[src/rtl/squash_arbiter.sv]
module squash_arbiter #(
  parameter int SEQ_W = 16
) (
  input  logic             clk,
  input  logic             rst_n,
  input  logic             trap_arm,
  input  logic             trap_sq_req,
  input  logic             tc_sq_req,
  input  logic             exe_sq_valid,
  input  logic [SEQ_W-1:0] exe_sq_seq,
  input  logic             exe_sq_incl,
  input  logic [SEQ_W-1:0] rob_head_seq,
  input  logic             rob_empty,
  input  logic             rob_sq_done,
  input  logic             ins_req,
  input  logic [SEQ_W-1:0] ins_seq,
  input  logic             ins_squashed,
  input  logic             stores_pending,
  input  logic             store_committed,
  output logic             sq_fire,
  output logic [SEQ_W-1:0] sq_bound,
  output logic             rob_squashing,
  output logic [1:0]       status,
  output logic             ins_en,
  output logic             empty_bcast,
  output logic             tc_err
);
  localparam logic [1:0] ST_RUN  = 2'd0;
  localparam logic [1:0] ST_SQ   = 2'd1;
  localparam logic [1:0] ST_TRAP = 2'd2;

  logic [1:0]       status_q;
  logic [SEQ_W-1:0] young_q;
  logic             inflight_q;
  logic             arm_q;

  logic             trap_take, tc_take, all_take, exe_take, sq_done_now, arm_trap;
  logic [1:0]       eff_status;
  logic [SEQ_W-1:0] eff_young, all_bound, exe_bound;

  assign trap_take  = trap_sq_req;
  assign tc_take    = tc_sq_req && !trap_sq_req && !inflight_q;
  assign all_take   = trap_take || tc_take;
  assign all_bound  = rob_empty ? '0 : rob_head_seq - 1'b1;

  assign eff_status = all_take ? ST_SQ : status_q;
  assign eff_young  = all_take ? '0 : young_q;
  assign exe_take   = exe_sq_valid && (eff_status != ST_TRAP) && (exe_sq_seq <= eff_young);
  assign exe_bound  = exe_sq_incl ? exe_sq_seq - 1'b1 : exe_sq_seq;

  assign sq_fire     = all_take || exe_take;
  assign sq_bound    = exe_take ? exe_bound : all_bound;
  assign sq_done_now = (status_q == ST_SQ) && rob_sq_done;
  assign arm_trap    = trap_arm && (status_q == ST_RUN) && !sq_fire;

  assign rob_squashing = sq_fire || ((status_q == ST_SQ) && !rob_sq_done);
  assign ins_en        = ins_req && !ins_squashed && !sq_fire &&
                         ((status_q == ST_RUN) || sq_done_now);
  assign empty_bcast   = arm_q && rob_empty && !stores_pending && !store_committed;
  assign tc_err        = tc_sq_req && inflight_q;
  assign status        = status_q;

  always_ff @(posedge clk) begin
    if (!rst_n) begin
      status_q   <= ST_RUN;
      young_q    <= '1;
      inflight_q <= 1'b0;
      arm_q      <= 1'b1;
    end else begin
      if (sq_fire)          status_q <= ST_SQ;
      else if (sq_done_now) status_q <= ST_RUN;
      else if (arm_trap)    status_q <= ST_TRAP;

      if (trap_take)        inflight_q <= 1'b0;
      else if (arm_trap)    inflight_q <= 1'b1;

      if (sq_fire)          young_q <= exe_take ? exe_bound : '0;
      else if (ins_en)      young_q <= ins_seq;

      if (empty_bcast)      arm_q <= 1'b0;
      else if (sq_fire || !rob_empty) arm_q <= 1'b1;
    end
  end

  AST_SQ_ENTERS: assert property (@(posedge clk) disable iff (!rst_n)
    sq_fire |=> status == ST_SQ);
  AST_SQ_HOLDS: assert property (@(posedge clk) disable iff (!rst_n)
    (status == ST_SQ && !rob_sq_done) |-> rob_squashing);
  AST_NO_INS_SQUASHING: assert property (@(posedge clk) disable iff (!rst_n)
    (status != ST_RUN && !rob_sq_done) |-> !ins_en);
  AST_NO_INS_SQUASHED: assert property (@(posedge clk) disable iff (!rst_n)
    ins_squashed |-> !ins_en);
  AST_YOUNG_TRACK: assert property (@(posedge clk) disable iff (!rst_n)
    ins_en |=> young_q == $past(ins_seq));
  AST_EMPTY_QUAL: assert property (@(posedge clk) disable iff (!rst_n)
    empty_bcast |-> (rob_empty && !stores_pending && !store_committed));
  AST_TRAP_CLEARS: assert property (@(posedge clk) disable iff (!rst_n)
    trap_sq_req |=> !inflight_q);
  AST_TRAP_BLOCKS_EXE: assert property (@(posedge clk) disable iff (!rst_n)
    (status == ST_TRAP && !trap_sq_req && !tc_sq_req) |-> !sq_fire);
endmodule

[config.mk]
export PLATFORM = sky130hd
export DESIGN_NAME = squash_arbiter
export DESIGN_NICKNAME = d
export VERILOG_FILES = /design/src/rtl/squash_arbiter.sv
export SDC_FILE = /design/constraint.sdc
export NUM_CORES = 1
export LEC_CHECK = 0
export BUFFER_PORTS_ARGS = -buffer_cell sky130_fd_sc_hd__buf_2
export CORE_MARGIN = 3
export CORE_UTILIZATION = 49
export CTS_CLUSTER_DIAMETER = 120
export CTS_CLUSTER_SIZE = 16
export DETAILED_ROUTE_END_ITERATION = 10
export GPL_TIMING_DRIVEN = 0
export PLACE_DENSITY_LB_ADDON = 0.2
export SYNTH_ARGS = -nofsm -noshare
export SYNTH_HDL_FRONTEND = slang
export SYNTH_SLANG_ARGS = --single-unit
[constraint.sdc]
create_clock -name clk -period 3.9 [get_ports clk]
set_input_delay 0.39 -clock clk [delete_from_list [all_inputs] [get_ports clk]]
set_output_delay 0.39 -clock clk [all_outputs]
set_load 0.05 [all_outputs]
; ---- Word-level counts from Yosys, hierarchy flattened
; Index checks and enable logic that the tools add are counted.
[word_totals]
ff_bits = 20
word_cells = 58
[classes]
addsub = 2
order_cmp = 1
eq_ne = 2
n_mux = 13
bitwise = 1
n_reduce_logical = 34
[op_table]
columns = cell, count
row1 = $mux W16, 7
row2 = $sub A16 B1 Y16 const B, 2
row3 = $le A16 B16 Y1, 1
row4 = $logic_and A1 B1 Y1, 15
row5 = $logic_not A1 Y1, 8
row6 = $logic_or A1 B1 Y1, 5
row7 = $mux W1, 5
row8 = $reduce_bool A2 Y1, 2
row9 = $reduce_bool A3 Y1, 1
row10 = $reduce_or A3 Y1, 1
row11 = $eq A2 B1 Y1 const B, 1
row12 = $logic_not A2 Y1, 1
row13 = $mux W2, 1
row14 = $ne A2 B2 Y1 const B, 1
row15 = $reduce_or A2 Y1, 1
row16 = $not A1 Y1, 1

; ---- Depth between registers and ports, before layout
[depth]
word_depth = 14
depth_mapped = 15
mapped_depth_nobuf = 11

; ---- Least setup slack after synthesis
; Ideal clock, no wire load.
[synth_path]
kind = input -> output
startpoint = input port tc_sq_req
endpoint = output port sq_bound[10]
arrival_time_ps = 3663
required_time_ps = 3510
setup_slack_ps = -153
cell_stages = 15
cell_sequence = nor2b_1 -> nor2_1 -> clkbuf_1 -> nand2_1 -> ha_1 -> nor2b_1 -> o211ai_1 -> a2111o_1 -> o211ai_1 -> and2_1 -> buf_8 -> nand2b_1 -> buf_2 -> buf_2 -> o22ai_1
[synth_between]
elab_chain_len = 8
elab_cells_between_ends = 10
classes_between = order compare: 1 / eq/ne: 1 / mux: 3 / reduce/logical: 5
[synth_lines]
columns = item, line_no
row1 = from (decl), 8  ; input logic tc_sq_req,
row2 = $logic_and A1 B1 Y1 (*) (2 in a row), 42  ; assign tc_take = tc_sq_req && !trap_sq_req && !inflight_q;
row3 = $logic_or A1 B1 Y1 (*), 43  ; assign all_take = trap_take || tc_take;
row4 = "parallel branches: the longest is 3 deep, another holds $le A16 B16 Y1", --
row5 = $logic_and A1 B1 Y1 (*), 48  ; assign exe_take = exe_sq_valid && (eff_status != ST_TRAP) && (exe_sq_seq <= eff_young);
row6 = $mux W16 (*), 52  ; assign sq_bound = exe_take ? exe_bound : all_bound;
row7 = to (decl), 21  ; output logic [SEQ_W-1:0] sq_bound,
; Mark *: on every way between the ends.

; ---- Worst setup path in the final report
[layout_path]
startpoint = register inflight_q
endpoint = output port sq_bound[6]
[layout_between]
elab_chain_len = 8
elab_cells_between_ends = 10
classes_between = order compare: 1 / eq/ne: 1 / mux: 3 / reduce/logical: 5
[layout_lines]
columns = item, line_no
row1 = from (decl), 34  ; logic inflight_q;
row2 = from (signal assigned), 67  ; inflight_q <= 1'b0;
row3 = from (signal assigned), 74  ; if (trap_take) inflight_q <= 1'b0;
row4 = from (signal assigned), 75  ; else if (arm_trap) inflight_q <= 1'b1;
row5 = $logic_not A1 Y1 (*), 42
row6 = $logic_and A1 B1 Y1 (*), 42
row7 = $logic_or A1 B1 Y1 (*), 43
row8 = "parallel branches: the longest is 3 deep, another holds $le A16 B16 Y1", --
row9 = $logic_and A1 B1 Y1 (*), 48
row10 = $mux W16 (*), 52
; Marks and branches as above.

==> metrics.md <==
| Metric | Value |
|---|---|
| First-pass GRT wire length | `9850 um` |
| Slew Limit Fails | `0` |
| Worst-Margin Slew | `0.486 ns` |
| Cell Chain, Critical Path | `nor2b_1, nor2_4, buf_6, nand2_1, ha_1, nand4_1, a2111o_1, o211ai_1, and2_1, buf_8, nand2b_1, buf_2, buf_2, o22ai_1, buf_4` |
| Dpl cell area | `0.00253 mm2` |
| Total GRT Usage | `0.236` |
| Worst setup path category | `register to output pin` |
| Most frequent CP cell | `buf_2` |
| Syn Area/Cell | `7.53 um2` |
| Setup TNS | `0 ns` |
| IO Count | `84` |
| Synth cell count leaders | `45 x nor2_1, 27 x nand2_1, 21 x xnor2_1` |
| Synthesized area | `0.00206 mm2` |
| DR vias | `2302` |
| Initial Util | `0.534` |
| Leakage | `1.11 nW` |
| H-tree lvl count | `1` |
| Root buffer cell | `clkbuf_8` |
| Routed wire length | `5860 um` |
| Grt ovf | `0` |
| CP top delay family | `buffers and inverters` |
| Critical path arrival | `3.26 ns` |
| Clock Tree Buf Depth | `2` |
| WL/cell | `14.3 um` |
| Count of final setup violators | `0` |
| Slew margin rel. | `0.672` |
| Post-synth EDFFs | `0` |
| Area share of the largest cell type after synthesis | `0.195` |
| Max VDD drop | `0.252 mV` |
| Biggest area consumer among synthesized cells | `dfxtp_1` |
| DRC violation count after routing | `0` |
| DIE HEIGHT | `70.8 um` |
| I/O Buffers | `82` |
| Status | `finished clean` |
| Diode count | `0` |
| Fin crit share | `0.935` |
| Vias in the first global route | `2176` |
| Minimum clock period | `3.65 ns` |
| CP Capture Type | `output pin` |
| Clock skew | `0.00187 ns` |
| Dpl hpwl | `4870 um` |
| Hold Vio Cnt, Final | `0` |
| Yosys warnings | `0` |
| Die Area | `0.00501 mm2` |
| Slowest CP cell | `a2111o_1` |
| Register area share after synthesis | `0.195` |
| Layout Nets | `443` |
| Largest net degree at the start of global routing | `11` |
| Worst-path fanout max | `10` |
| TritonCTS Buffers | `3` |
| Clock Pin Slew Worst Setup and Hold Paths | `0.07 ns` |
| Number of vias per cell | `5.61` |
| WP data required | `3.51 ns` |
| Die W | `70.8 um` |
| Power Density | `264 mW/mm2` |
| Count leader, synth | `nor2_1` |
| Max stage delay on crit path | `0.38 ns` |
| Asr flop ratio synth | `0` |
| Fraction of layout cells with a size suffix above 1 | `0.307` |
| Routability cong. | `0.929` |
| Post-Synthesis Cells | `273` |
| Hold Crit Class | `primary input to register` |
| Router iterations before antenna repair | `4` |
| Layout area overhead | `28.6%` |
| Synth top area cells | `dfxtp_1 19%, ha_1 11%, xnor2_1 8.9%` |
| Seq cells post-synth | `20` |
| Initial antenna violation count | `0` |
| Main flop type after synthesis | `dfxtp_1` |
| Max-Cap Viols | `0` |
| Layout fillers | `338` |
| CTS tree | `built` |
| Antenna-violating nets left | `0` |
| Maximum clock rate | `274 MHz` |
| Clock latency on the worst-skew pair | `0.26 ns` |
| Number of DRC markers in iteration 0 | `98` |
| Syn Nets | `352` |
| Rows | `22` |
| Startpoint types | `register` |
| Core area | `0.00385 mm2` |
| Area of the multi-input gates | `0.00155 mm2` |
| Storage element area | `400 um2` |
| Clock sinks | `20` |
| Synth cell types | `46` |
| Design area | `0.00265 mm2` |
| WP buf/inv | `5` |
## worst paths after layout
path	slack, ns	from	cells after the start	endpoint
setup / recovery	0.25	inflight_q$_SDFFE_PP0P_	15	sq_bound[6]
hold / removal	0.36	trap_sq_req	2	inflight_q$_SDFFE_PP0P_
setup reg to reg	1.07	inflight_q$_SDFFE_PP0P_	13	young_q[15]$_SDFFE_PN1P_
hold reg to reg	0.52	young_q[9]$_SDFFE_PN1P_	2	young_q[9]$_SDFFE_PN1P_
## cells by family (layout without fill, tap and decap cells)
family,after synthesis,after routing,share of synthesized area
compound gates,70,70,0.226
buf+inv,19,108,0.0572
simple gates,118,118,0.294
fa+ha+maj,18,18,0.109
flops,20,20,0.195
xor+xnor,28,28,0.119
## placed cells by master (no fill, tap or decap), types with 2 or more instances in the layout
cell type and n:
nor3_1 7, buf_4 14, clkbuf_8 3, o211ai_1 3, o22a_1 16, xnor2_1 21
or4_4 2, inv_1 5, nor2_1 44, o21ai_0 5, nand4_1 4, o22ai_1 15
ha_1 18, xor2_1 7, nand2b_1 3, nor2b_1 3, o21ai_1 16, a21oi_1 7
buf_6 2, nor4_1 7, buf_2 77, clkbuf_1 3, nor3b_1 2, nand2_1 27
nor3_2 2, and2_1 5, dfxtp_1 20, nand3_1 2
## layer usage
layer	track usage	part of all wire	vias to the layer above
li1	-	-	1170
met1	0.321	0.44	1031
met2	0.408	0.46	97
met3	0.0213	0.088	4
met4	0.0480	0.0077	0
met5	0	0	-
## timing repair
action,CTS,global route
hold buffers,0,0
buffers inserted,1,3
pin swaps,0,2
setup endpoints to repair,16,12
resized for setup,14,4
hold endpoints to repair,0,0
## per-stage QoR
stage               total power, mW  hold slack [ns]  setup WS, ns  utilization  std cells
finish                        0.699            0.363         0.252        0.687        410
global route                  0.747            0.374       -0.0141        0.687        410
CTS                           0.698            0.358         0.155        0.678        407
detailed placement            0.555            0.502        -0.427        0.656        403
global placement              0.551            0.496        -0.462        0.656        403
floorplan                     0.455            0.466        -0.153            -        273
## flip-flops by register name, indices dropped and copies added, names as in the netlist
signal / cells
young_q: 16
arm_q: 1
status: 2
inflight_q: 1
## power breakdown
group          leakage (nW)  switching [mW]  internal [mW]
Sequential            0.168         0.00945          0.222
Clock                0.0216          0.0635         0.0688
Combinational         0.922           0.209          0.126
## layout make-up
cell class              count  share of cell area
well taps                  48              0.0227
plain buffers              13              0.0388
multi-input cells         234               0.587
flip-flops and latches     20               0.151
repair buffers             86               0.176
inverters                   6             0.00851
clock buffers               3              0.0156
Note: power is estimated with default switching activity, not from simulation.
